$ cat src/rtl/bank_mapper_pkg.sv
package bank_mapper_pkg;
  // Logical space is 16 bits; the common window is counted in 4 KB pages.
  localparam int unsigned LOG_W   = 16;
  localparam int unsigned PAGE_W  = 4;
  localparam int unsigned SIZE_W  = 3;

  typedef struct packed {
    logic              copy_en;
    logic [SIZE_W-1:0] size_code;
  } map_cfg_t;
endpackage

$ cat src/rtl/bm_regs.sv
module bm_regs
  import bank_mapper_pkg::*;
#(
  parameter int unsigned BANK_W    = 4,
  parameter logic [7:0]  PORT_RBANK = 8'h40,
  parameter logic [7:0]  PORT_WBANK = 8'h41,
  parameter logic [7:0]  PORT_CFG   = 8'h42,
  parameter logic [SIZE_W-1:0] SIZE_RST = 3'd3
) (
  input  logic              clk,
  input  logic              rst_n,
  input  logic              io_req,
  input  logic              wr_strb,
  input  logic              m1,
  input  logic [7:0]        port,
  input  logic [7:0]        wdata,
  output logic [BANK_W-1:0] rd_bank,
  output logic [BANK_W-1:0] wr_bank,
  output map_cfg_t          cfg
);
  logic io_wr;
  logic unused_hi;

  assign io_wr     = io_req & wr_strb & ~m1;
  assign unused_hi = ^wdata[7:4];

  always_ff @(posedge clk or negedge rst_n) begin
    if (!rst_n) begin
      rd_bank       <= '0;
      wr_bank       <= '0;
      cfg.copy_en   <= 1'b0;
      cfg.size_code <= SIZE_RST;
    end else if (io_wr) begin
      if (port == PORT_RBANK) rd_bank <= wdata[BANK_W-1:0];
      if (port == PORT_WBANK) wr_bank <= wdata[BANK_W-1:0];
      if (port == PORT_CFG) begin
        cfg.copy_en   <= wdata[0];
        cfg.size_code <= wdata[SIZE_W:1];
      end
    end
  end
endmodule

$ cat src/rtl/bm_window.sv
module bm_window
  import bank_mapper_pkg::*;
(
  input  logic [PAGE_W-1:0] page,
  input  logic [SIZE_W-1:0] size_code,
  output logic              in_common
);
  logic [PAGE_W-1:0] first_page;

  // Window of (code+1) pages ending at the top of the map.
  assign first_page = PAGE_W'(4'hF) - PAGE_W'(size_code);
  assign in_common  = (page >= first_page);
endmodule

$ cat src/rtl/bm_xlate.sv
module bm_xlate
  import bank_mapper_pkg::*;
#(
  parameter int unsigned BANK_W = 4
) (
  input  logic [LOG_W-1:0]        addr,
  input  logic                    in_common,
  input  logic                    mem_wr,
  input  logic                    copy_en,
  input  logic [BANK_W-1:0]       rd_bank,
  input  logic [BANK_W-1:0]       wr_bank,
  output logic [LOG_W+BANK_W-1:0] phys
);
  logic [BANK_W-1:0] sel_bank;

  assign sel_bank        = (copy_en && mem_wr) ? wr_bank : rd_bank;
  assign phys[LOG_W-1:0] = addr;

  // Each extended line is its bank bit gated off inside the common window.
  for (genvar i = 0; i < BANK_W; i++) begin : g_ext
    assign phys[LOG_W+i] = sel_bank[i] & ~in_common;
  end
endmodule

$ cat src/rtl/bank_mapper.sv
module bank_mapper
  import bank_mapper_pkg::*;
#(
  parameter int unsigned BANK_W     = 4,
  parameter logic [7:0]  PORT_RBANK = 8'h40,
  parameter logic [7:0]  PORT_WBANK = 8'h41,
  parameter logic [7:0]  PORT_CFG   = 8'h42,
  parameter logic [2:0]  SIZE_RST   = 3'd3,
  localparam int unsigned PHYS_W    = 16 + BANK_W
) (
  input  logic              clk,
  input  logic              rst_n,
  input  logic [15:0]       cpu_addr,
  input  logic [7:0]        cpu_wdata,
  input  logic              mem_req,
  input  logic              io_req,
  input  logic              rd_strb,
  input  logic              wr_strb,
  input  logic              m1,
  output logic [PHYS_W-1:0] phys_addr,
  output logic              sram_ce
);
  logic [BANK_W-1:0] rd_bank;
  logic [BANK_W-1:0] wr_bank;
  map_cfg_t          cfg;
  logic              in_common;
  logic              copy_en;
  logic              mem_wr;

  assign copy_en = cfg.copy_en;
  assign mem_wr  = mem_req & wr_strb;

  bm_regs #(
    .BANK_W(BANK_W), .PORT_RBANK(PORT_RBANK), .PORT_WBANK(PORT_WBANK),
    .PORT_CFG(PORT_CFG), .SIZE_RST(SIZE_RST)
  ) u_regs (
    .clk(clk), .rst_n(rst_n), .io_req(io_req), .wr_strb(wr_strb), .m1(m1),
    .port(cpu_addr[7:0]), .wdata(cpu_wdata),
    .rd_bank(rd_bank), .wr_bank(wr_bank), .cfg(cfg)
  );

  bm_window u_window (
    .page(cpu_addr[15:12]), .size_code(cfg.size_code), .in_common(in_common)
  );

  bm_xlate #(.BANK_W(BANK_W)) u_xlate (
    .addr(cpu_addr), .in_common(in_common), .mem_wr(mem_wr),
    .copy_en(copy_en), .rd_bank(rd_bank), .wr_bank(wr_bank), .phys(phys_addr)
  );

  assign sram_ce = mem_req & ~io_req & (rd_strb | wr_strb);
endmodule

$ cat config.mk
export PLATFORM = sky130hd
export DESIGN_NAME = bank_mapper
export DESIGN_NICKNAME = d
export VERILOG_FILES = /design/src/rtl/bank_mapper_pkg.sv /design/src/rtl/bm_regs.sv /design/src/rtl/bm_window.sv /design/src/rtl/bm_xlate.sv /design/src/rtl/bank_mapper.sv
export SDC_FILE = /design/constraint.sdc
export NUM_CORES = 1
export LEC_CHECK = 0
export BUFFER_PORTS_ARGS = -buffer_cell sky130_fd_sc_hd__buf_2
export CAP_MARGIN = 40
export CORE_MARGIN = 5
export CORE_UTILIZATION = 40
export CTS_CLUSTER_DIAMETER = 100
export DETAILED_ROUTE_END_ITERATION = 12
export GPL_ROUTABILITY_DRIVEN = 0
export PLACE_DENSITY = 0.8
export SYNTH_ARGS = -nofsm -noshare
export SYNTH_HDL_FRONTEND = slang
export SYNTH_SLANG_ARGS = --single-unit
$ cat constraint.sdc
create_clock -name clk -period 4.34 [get_ports clk]
set_input_delay 0.217 -clock clk [delete_from_list [all_inputs] [get_ports clk]]
set_output_delay 0.217 -clock clk [all_outputs]
set_load 0.02 [all_outputs]
==> run_results.csv, run 1 <==
group,metric,value,unit
global_routing,grt_pass1_wl,2100,µm
clock_network,path_clk_slew,0.07,ns
clock_network,cts_buffers,3,
clock_network,cts_sinks,12,
routing,drc,0,
synthesis,synth_cells,67,
synthesis,synth_adder_area_share,4.67,%
cells_and_area,fin_nets,130,
run_status,outcome,"finished clean",
cells_and_area,mostFrequentLayoutCells,"39 x buf_2, 12 x mux2_2, 10 x dfrtp_1",
place,place_ws,2.49,ns
synthesis,yosys.area_share.simple,15.6,%
critical_path,arrival,1.88,ns
synthesis,synth.distinct_cells,18,
cells_and_area,final_area,950,µm²
cells_and_area,final_layout_size_suffix_gt1_share,63.2,%
sta,tns,0,ns
cells_and_area,diodes,0,
routing,detail_route.wl_per_cell,12.0,µm
routing,vias,569,
floorplan,ios,52,
floorplan,dieHeight,54.8,µm
critical_path,ff2ff_setup_slack,3.59,ns
floorplan,die_w,54.8,µm
sta,max-slew-margin-rel,73.3,%
routing,vias_per_cell,4.66,
place,dpl_cell_area,913,µm²
critical_path,critPathKind,"register to output pin",
synthesis,yosys.area_share.xor_xnor,0,%
routing,wl,1470,µm
critical_path,critPathRequiredTime,4.12,ns
cells_and_area,fill_cells,184,
clock_network,cts_buffer_depth,2,
sta,rsz0062_at_grt,"no",
cells_and_area,area_growth,18.0,%
synthesis,ys_warn_count,0,
global_routing,antenna_found_initial,0,
global_routing,grt_pass1_vias,526,
sta,finalSetupViolations,0,
sta,fmax,478,MHz
synthesis,syn_area_per_cell,12.0,µm²
pwr,p_leak,0.530,nW
global_routing,grt_usage,9.60,%
critical_path,crit_fanout,4,
synthesis,synth_seq_cells,12,
sta,timing.final.crit_share,48.2,%
critical_path,end_kind,"output pin",
clock_network,cts-root-buf,"clkbuf_4",
place,post-dp-hpwl,1290,µm
clock_network,clk_latency,0.26,ns
synthesis,synth_nets,101,
synthesis,synth_top_family_by_area,"multiplexers",
sta,worst_pin_slew,0.397,ns
sta,min_period,2.09,ns
global_routing,globalRouteOverflowTotal,0,
routing,antenna_left,0,
synthesis,synth-compound-area-share,4.51,%
synthesis,synth-seq-area-share,37.6,%
critical_path,critPathLaunchType,"register",
global_routing,grt_max_degree,13,
sta,hold_violations,0,
place,portBuffers,39,
floorplan,num_rows,16,
floorplan,start_util,41.4,%
sta,layout_setup_ws,2.25,ns
cells_and_area,final_common_cell,"buf_2",
synthesis,synth.area.mux_share,21.8,%
clock_network,cts_tree,"built",
cells_and_area,final_util,48.9,%
floorplan,core_area,1940,µm²
sta,skew,0,ns
pwr,p_per_area,237,nW/µm²
routing,drtIter0Drc,1,
synthesis,syn-cell-area,805,µm²
sta,report.final.slew_viol_count,0,
hold_path,hold_path_class,"primary input to register",
job,cap_violations,0,
floorplan,die_area,3010,µm²
pwr,ir_worst_vdd,0.175,mV
clock_network,h-tree-depth,1,
routing,dr.pass1.iters,2,
area by class of cell:
cell class / instances / area, µm² / area share, %
Clock buffer: 4 / 26.3 / 2.77
Inverter: 2 / 7.51 / 0.791
Multi-Input combinational cell: 37 / 374 / 39.4
Sequential cell: 12 / 303 / 31.9
Tap cell: 27 / 33.8 / 3.56
Timing Repair Buffer: 40 / 205 / 21.6
logic make-up (layout without fill, tap and decap cells):
group | Yosys count | after routing
muxes | 16 | 16
buffers and inverters | 18 | 46
and+or+nand+nor | 12 | 12
AOI/OAI and AO/OA | 6 | 6
DFF | 12 | 12
adders and majority gates | 3 | 3
flip-flops by register name (all words and copies together) (netlist names):
| name | cells |
|---|---|
| u_regs.cfg | 4 |
| u_regs.wr_bank | 4 |
| u_regs.rd_bank | 4 |
per-stage QoR:
stage	power, mW	hold slack [ns]	instances
after floorplan	0.149	-0.0786	67
after global placement	0.158	0.101	117
after detailed placement	0.159	0.105	117
after CTS	0.228	0.200	122
after global routing	0.237	0.196	122
final	0.225	0.204	122
synth_stat cells, drive strengths merged:
cell,number,area share (%)
a211o,1,1.1
a21oi,4,2.5
buf,16,15
dfrtp,10,31
dfstp,2,6.5
ha,3,4.7
inv,2,0.93
mux2,12,17
mux2i,4,5.0
nand2b,3,2.3
nand3,1,0.62
nand4b,1,1.1
nor2,2,0.93
nor3b,1,0.93
nor4,2,5.3
nor4b,1,3.0
o21a,1,0.93
or4,1,1.4
power by group:
| part | switching, mW | internal (mW) | leakage (nW) | total [mW] |
|---|---|---|---|---|
| Sequential | 0.000782 | 0.114 | 0.160 | 0.114 |
| Combinational | 0.0244 | 0.0177 | 0.355 | 0.0421 |
| Clock | 0.0333 | 0.0356 | 0.0150 | 0.0689 |
per-layer routing:
metal | global-route usage (%) | up-vias | routed length, µm
met3 | 2.18 | 2 | 83
met1 | 11.7 | 271 | 570
met5 | 0 | - | 0
met2 | 15.7 | 15 | 802
met4 | 4.56 | 0 | 8
li1 | - | 281 | -
worst max-delay path, stage by stage (launching register included):
cell and delay (ns):
dfstp_2 0.52, inv_1 0.04, ha_1 0.25, nand2b_1 0.14, a211o_1 0.34, a21oi_1 0.15, buf_2 0.18
final timing paths:
check	startpoint	end	cells after the start
worst max-delay path	u_regs.cfg[0]	phys_addr[19]	6
worst min-delay path	cpu_wdata[0]	u_regs.rd_bank[0]	2
worst max register to register	u_regs.wr_bank[2]	u_regs.wr_bank[2]	1
worst min register to register	u_regs.wr_bank[3]	u_regs.wr_bank[3]	1
max in group asynchronous	rst_n	u_regs.cfg[1]	2
min in group asynchronous	rst_n	u_regs.wr_bank[1]	2
what timing repair did:
action | 4_1_cts | 5_1_grt
gates resized for setup | 0 | 0
setup buffers | 0 | 0
hold buffers | 1 | 0
hold endpoints to repair | 10 | 0
Note: power is estimated with default switching activity, not from simulation.
==> run 2, diff against run 1 <==
clock period = 2.03 ns   (was 4.34 ns; I/O delays follow)
==> run_results.csv, run 2 (synthesized netlist as in run 1, its figures left out) <==
group,metric,value,unit
run_status,outcome,"finished clean",
pwr,p_clk_share,30.4,%
routing,antenna_left,0,
critical_path,crit_fanout,4,
routing,detail_route.wl_per_cell,13.0,µm
cells_and_area,area_growth,26.1,%
pwr,switching_share,27.1,%
place,place_inst,117,
global_routing,grt_max_degree,13,
routing,drtIter0Drc,0,
sta,worst_pin_slew,0.396,ns
cells_and_area,diodes,0,
sta,timing.final.crit_share,97.0,%
floorplan,core_area,1940,µm²
floorplan,dieHeight,54.8,µm
clock_network,cts_tree,"built",
cells_and_area,layout.cells.non_filler,122,
global_routing,globalRouteOverflowTotal,0,
routing,vias,580,
cells_and_area,final_area,1010,µm²
sta,hold_violations,0,
hold_path,hold_path_class,"primary input to register",
place,dpl_cell_area,913,µm²
global_routing,gr-usage-met2,20.5,%
clock_network,clk_latency,0.27,ns
sta,max-slew-margin-rel,73.4,%
pwr,ir_worst_vdd,0.371,mV
critical_path,critPathKind,"register to output pin",
sta,fmax,508,MHz
critical_path,end_kind,"output pin",
sta,finalSetupViolations,0,
global_routing,grt_usage,11.1,%
cells_and_area,final_common_cell,"buf_2",
pwr,internal_power,0.363,mW
critical_path,r2r-start,"u_regs.cfg[2]",
clock_network,post_cts_buffers,0,
cells_and_area,mostFrequentLayoutCells,"35 x buf_2, 12 x mux2_2, 10 x dfrtp_1",
routing,vias_per_cell,4.75,
pwr,p_per_area,491,nW/µm²
sta,report.final.slew_viol_count,0,
critical_path,critPathRequiredTime,1.93,ns
cells_and_area,fill_cells,181,
global_routing,top_usage_layer,"met2",
job,cap_violations,0,
routing,drc,0,
global_routing,grt_use_met1,11.7,%
sta,tns,0,ns
critical_path,arrival,1.87,ns
global_routing,antenna_found_initial,0,
floorplan,die_area,3010,µm²
pwr,combPwrFrac,20.5,%
pwr,netSwitchingPower,0.135,mW
floorplan,start_util,41.4,%
critical_path,critPathLaunchType,"register",
sta,holdWs,0.0906,ns
place,portBuffers,39,
critical_path,crit_start,"u_regs.cfg[0]",
clock_network,cts_sinks,12,
global_routing,grt_use_met3,3.54,%
cells_and_area,reg_top3,"u_regs.cfg x4, u_regs.rd_bank x4, u_regs.wr_bank x4",
cells_and_area,final_layout_size_suffix_gt1_share,71.6,%
clock_network,cts_buffers,3,
global_routing,grt_pass1_vias,577,
sta,min_period,1.97,ns
global_routing,grt_pass1_wl,2390,µm
floorplan,num_rows,16,
clock_network,h-tree-depth,1,
clock_network,path_clk_slew,0.07,ns
cells_and_area,fin_nets,130,
clock_network,cts_buffer_depth,2,
clock_network,cts-root-buf,"clkbuf_4",
routing,wl,1580,µm
floorplan,die_w,54.8,µm
pwr,p_leak,0.537,nW
sta,skew,0,ns
hold_path,min_from,"cpu_wdata[0]",
pwr,p_seq_share,49.1,%
floorplan,ios,52,
routing,dr.pass1.iters,1,
run 2: stage by stage:
stage | power (mW) | setup slack (ns) | util, %
finish | 0.498 | 0.0618 | 52.3
global route | 0.524 | -0.0222 | 52.3
CTS | 0.490 | 0.0182 | 48.9
detailed placement | 0.340 | 0.292 | 47.0
global placement | 0.337 | 0.323 | 47.0
floorplan | 0.319 | 0.327 | -
run 2: cell type report:
type | instances | area [µm²] | share of cell area, %
multi-input cells | 37 | 425 | 41.9
flip-flops and latches | 12 | 303 | 29.8
inverters | 2 | 7.51 | 0.740
repair buffers | 40 | 219 | 21.6
well taps | 27 | 33.8 | 3.33
clock buffers | 4 | 26.3 | 2.59
run 2: path summary, 6_finish.rpt:
kind	to	slack, ns	depth (start not counted)
hold / removal	u_regs.cfg[3]	0.09	2
setup / recovery	phys_addr[18]	0.06	6
min in group asynchronous	u_regs.wr_bank[1]	0.23	2
hold reg to reg	u_regs.wr_bank[1]	0.51	1
max in group asynchronous	u_regs.cfg[1]	1.53	2
setup reg to reg	u_regs.cfg[2]	1.27	1
run 2: per-layer routing:
layer	part of all wire, %	up-vias
met4	1.1	0
met1	36	280
met2	56	17
li1	-	278
met5	0	-
met3	6.9	5
run 2: power by group through the flow:
stage / combinational [mW] / sequential [mW] / clock [mW]
after global routing: 0.112 / 0.245 / 0.167
after CTS: 0.0919 / 0.245 / 0.153
final: 0.102 / 0.245 / 0.152
after floorplan: 0.0698 / 0.249 / 0
after global placement: 0.0882 / 0.249 / 0
after detailed placement: 0.0904 / 0.249 / 0
run 2: repair_timing:
action,CTS,global route
hold endpoints to repair,12,0
setup endpoints to repair,0,4
hold buffers,1,0
resized for setup,0,14
run 2: worst max-delay path, stage by stage (launching register included):
cell and delay (ns):
dfstp_2 0.54, inv_2 0.04, ha_4 0.22, nand2b_4 0.13
a211o_4 0.36, a21oi_2 0.16, buf_4 0.15
==> run 3, diff against run 2 <==
REMOVE_ABC_BUFFERS = 1   (was not set)
==> run_results.csv, run 3 (synthesized netlist as in run 1, its figures left out) <==
group,metric,value,unit
sta,report.final.slew_viol_count,0,
hold_path,hold_path_class,"primary input to register",
floorplan,die_area,3010,µm²
cells_and_area,final_layout_size_suffix_gt1_share,71.6,%
global_routing,grt_pass1_wl,2560,µm
critical_path,slowest_stage,"dfstp_2",
run_status,outcome,"finished clean",
place,place_ws,0.285,ns
routing,drc,0,
clock_network,h-tree-depth,1,
floorplan,start_util,41.4,%
routing,wl,1790,µm
routing,route.met3.wl,104,µm
critical_path,cp_cell_sequence,"inv_2 > ha_4 > nand2b_4 > a211o_4 > a21oi_2 > buf_4",
critical_path,arrival,1.86,ns
place,post-dp-hpwl,1400,µm
pwr,p_per_area,496,nW/µm²
global_routing,antenna_found_initial,0,
floorplan,num_rows,16,
critical_path,end_kind,"output pin",
clock_network,path_clk_slew,0.07,ns
job,cap_violations,0,
floorplan,core_area,1940,µm²
sta,timing.final.crit_share,96.7,%
global_routing,grt_pass1_vias,595,
routing,antenna_left,0,
cells_and_area,diodes,0,
sta,tns,0,ns
clock_network,clk_latency,0.26,ns
floorplan,ios,52,
global_routing,grt_max_degree,13,
cells_and_area,seq_area,303,µm²
floorplan,dieHeight,54.8,µm
routing,vias_per_cell,4.93,
global_routing,globalRouteOverflowTotal,0,
critical_path,critPathRequiredTime,1.93,ns
global_routing,grt_usage,12.2,%
routing,highest_layer,"met4",
cells_and_area,layout.cells.non_filler,122,
floorplan,die_w,54.8,µm
sta,min_period,1.96,ns
clock_network,cts-root-buf,"clkbuf_4",
critical_path,crit_start,"u_regs.cfg[0]",
sta,max-slew-margin-rel,72.8,%
cells_and_area,multi_input_area,418,µm²
clock_network,cts_buffers,3,
sta,rsz0062_at_grt,"no",
routing,dr.pass1.iters,2,
clock_network,cts_tree,"built",
place,place_inst,117,
routing,met2_length,997,µm
sta,skew,0,ns
sta,worst_pin_slew,0.405,ns
routing,vias,602,
sta,layout_setup_ws,0.0666,ns
routing,detail_route.wl_per_cell,14.7,µm
routing,drtIter0Drc,7,
routing,wl_met1,648,µm
clock_network,cts_buffer_depth,2,
hold_path,min_from,"cpu_wdata[3]",
critical_path,cpPeakStageDelay,0.53,ns
pwr,p_leak,0.535,nW
critical_path,reg2regPathDepth,1,
critical_path,critPathLaunchType,"register",
cells_and_area,fill_cells,185,
sta,hold_violations,0,
clock_network,post_cts_buffers,0,
clock_network,cts_sinks,12,
hold_path,holdPathStages,2,
cells_and_area,reg_top3,"u_regs.cfg x4, u_regs.rd_bank x4, u_regs.wr_bank x4",
critical_path,r2r-start,"u_regs.cfg[3]",
cells_and_area,mostFrequentLayoutCells,"35 x buf_2, 12 x mux2_2, 10 x dfrtp_1",
sta,fmax,509,MHz
pwr,ir_worst_vdd,0.359,mV
critical_path,crit_fanout,4,
cells_and_area,fin_nets,130,
cells_and_area,area_growth,24.7,%
place,portBuffers,39,
cells_and_area,final_common_cell,"buf_2",
critical_path,critPathKind,"register to output pin",
cells_and_area,final_util,51.7,%
sta,finalSetupViolations,0,
[run 3: critical path, delay by kind of cell, from the launching register on]
family                     cells  cell delay, ns
AOI/OAI and AO/OA              2            0.52
adders and majority gates      1            0.22
buffers and inverters          2            0.19
DFF                            1            0.53
and+or+nand+nor                1            0.13
[run 3: layout make-up]
cell class / count / share of cell area [%]
Tap cell: 27 / 3.37
Clock buffer: 4 / 2.62
Multi-Input combinational cell: 37 / 41.6
Inverter: 2 / 0.748
Sequential cell: 12 / 30.2
Timing Repair Buffer: 40 / 21.4
[run 3: metal layers]
metal / track usage, % / up-vias
met5: 0 / -
met4: 6.22 / 0
met3: 3.54 / 7
met2: 20.5 / 23
met1: 14.0 / 291
li1: - / 281
[run 3: metrics by stage]
step / hold slack, ns / cell area [µm²] / power (mW)
2_1_floorplan: -0.194 / 684 / 0.273
3_3_place_gp: -0.0158 / 913 / 0.338
3_5_place_dp: -0.0130 / 913 / 0.341
4_1_cts: 0.0925 / 950 / 0.491
5_1_grt: 0.0985 / 1000 / 0.522
6_report: 0.0886 / 1000 / 0.498
[run 3: worst paths after layout]
path,end,slack [ns]
min,u_regs.rd_bank[3],0.09
min reg2reg,u_regs.wr_bank[3],0.51
max,phys_addr[17],0.07
max in group asynchronous,u_regs.cfg[0],1.54
max reg2reg,u_regs.cfg[3],1.27
min in group asynchronous,u_regs.wr_bank[0],0.21
[run 3: report_power, final]
part	switching [mW]	total, mW	internal [mW]
Clock	0.0746	0.151	0.0761
Combinational	0.0586	0.102	0.0436
Sequential	0.00182	0.245	0.243
[run 3: repair_timing]
| action | CTS | global route |
|---|---|---|
| hold endpoints to repair | 12 | 0 |
| hold buffers | 1 | 0 |
| endpoints found under the setup margin | 0 | 4 |
| gates resized for setup | 0 | 12 |
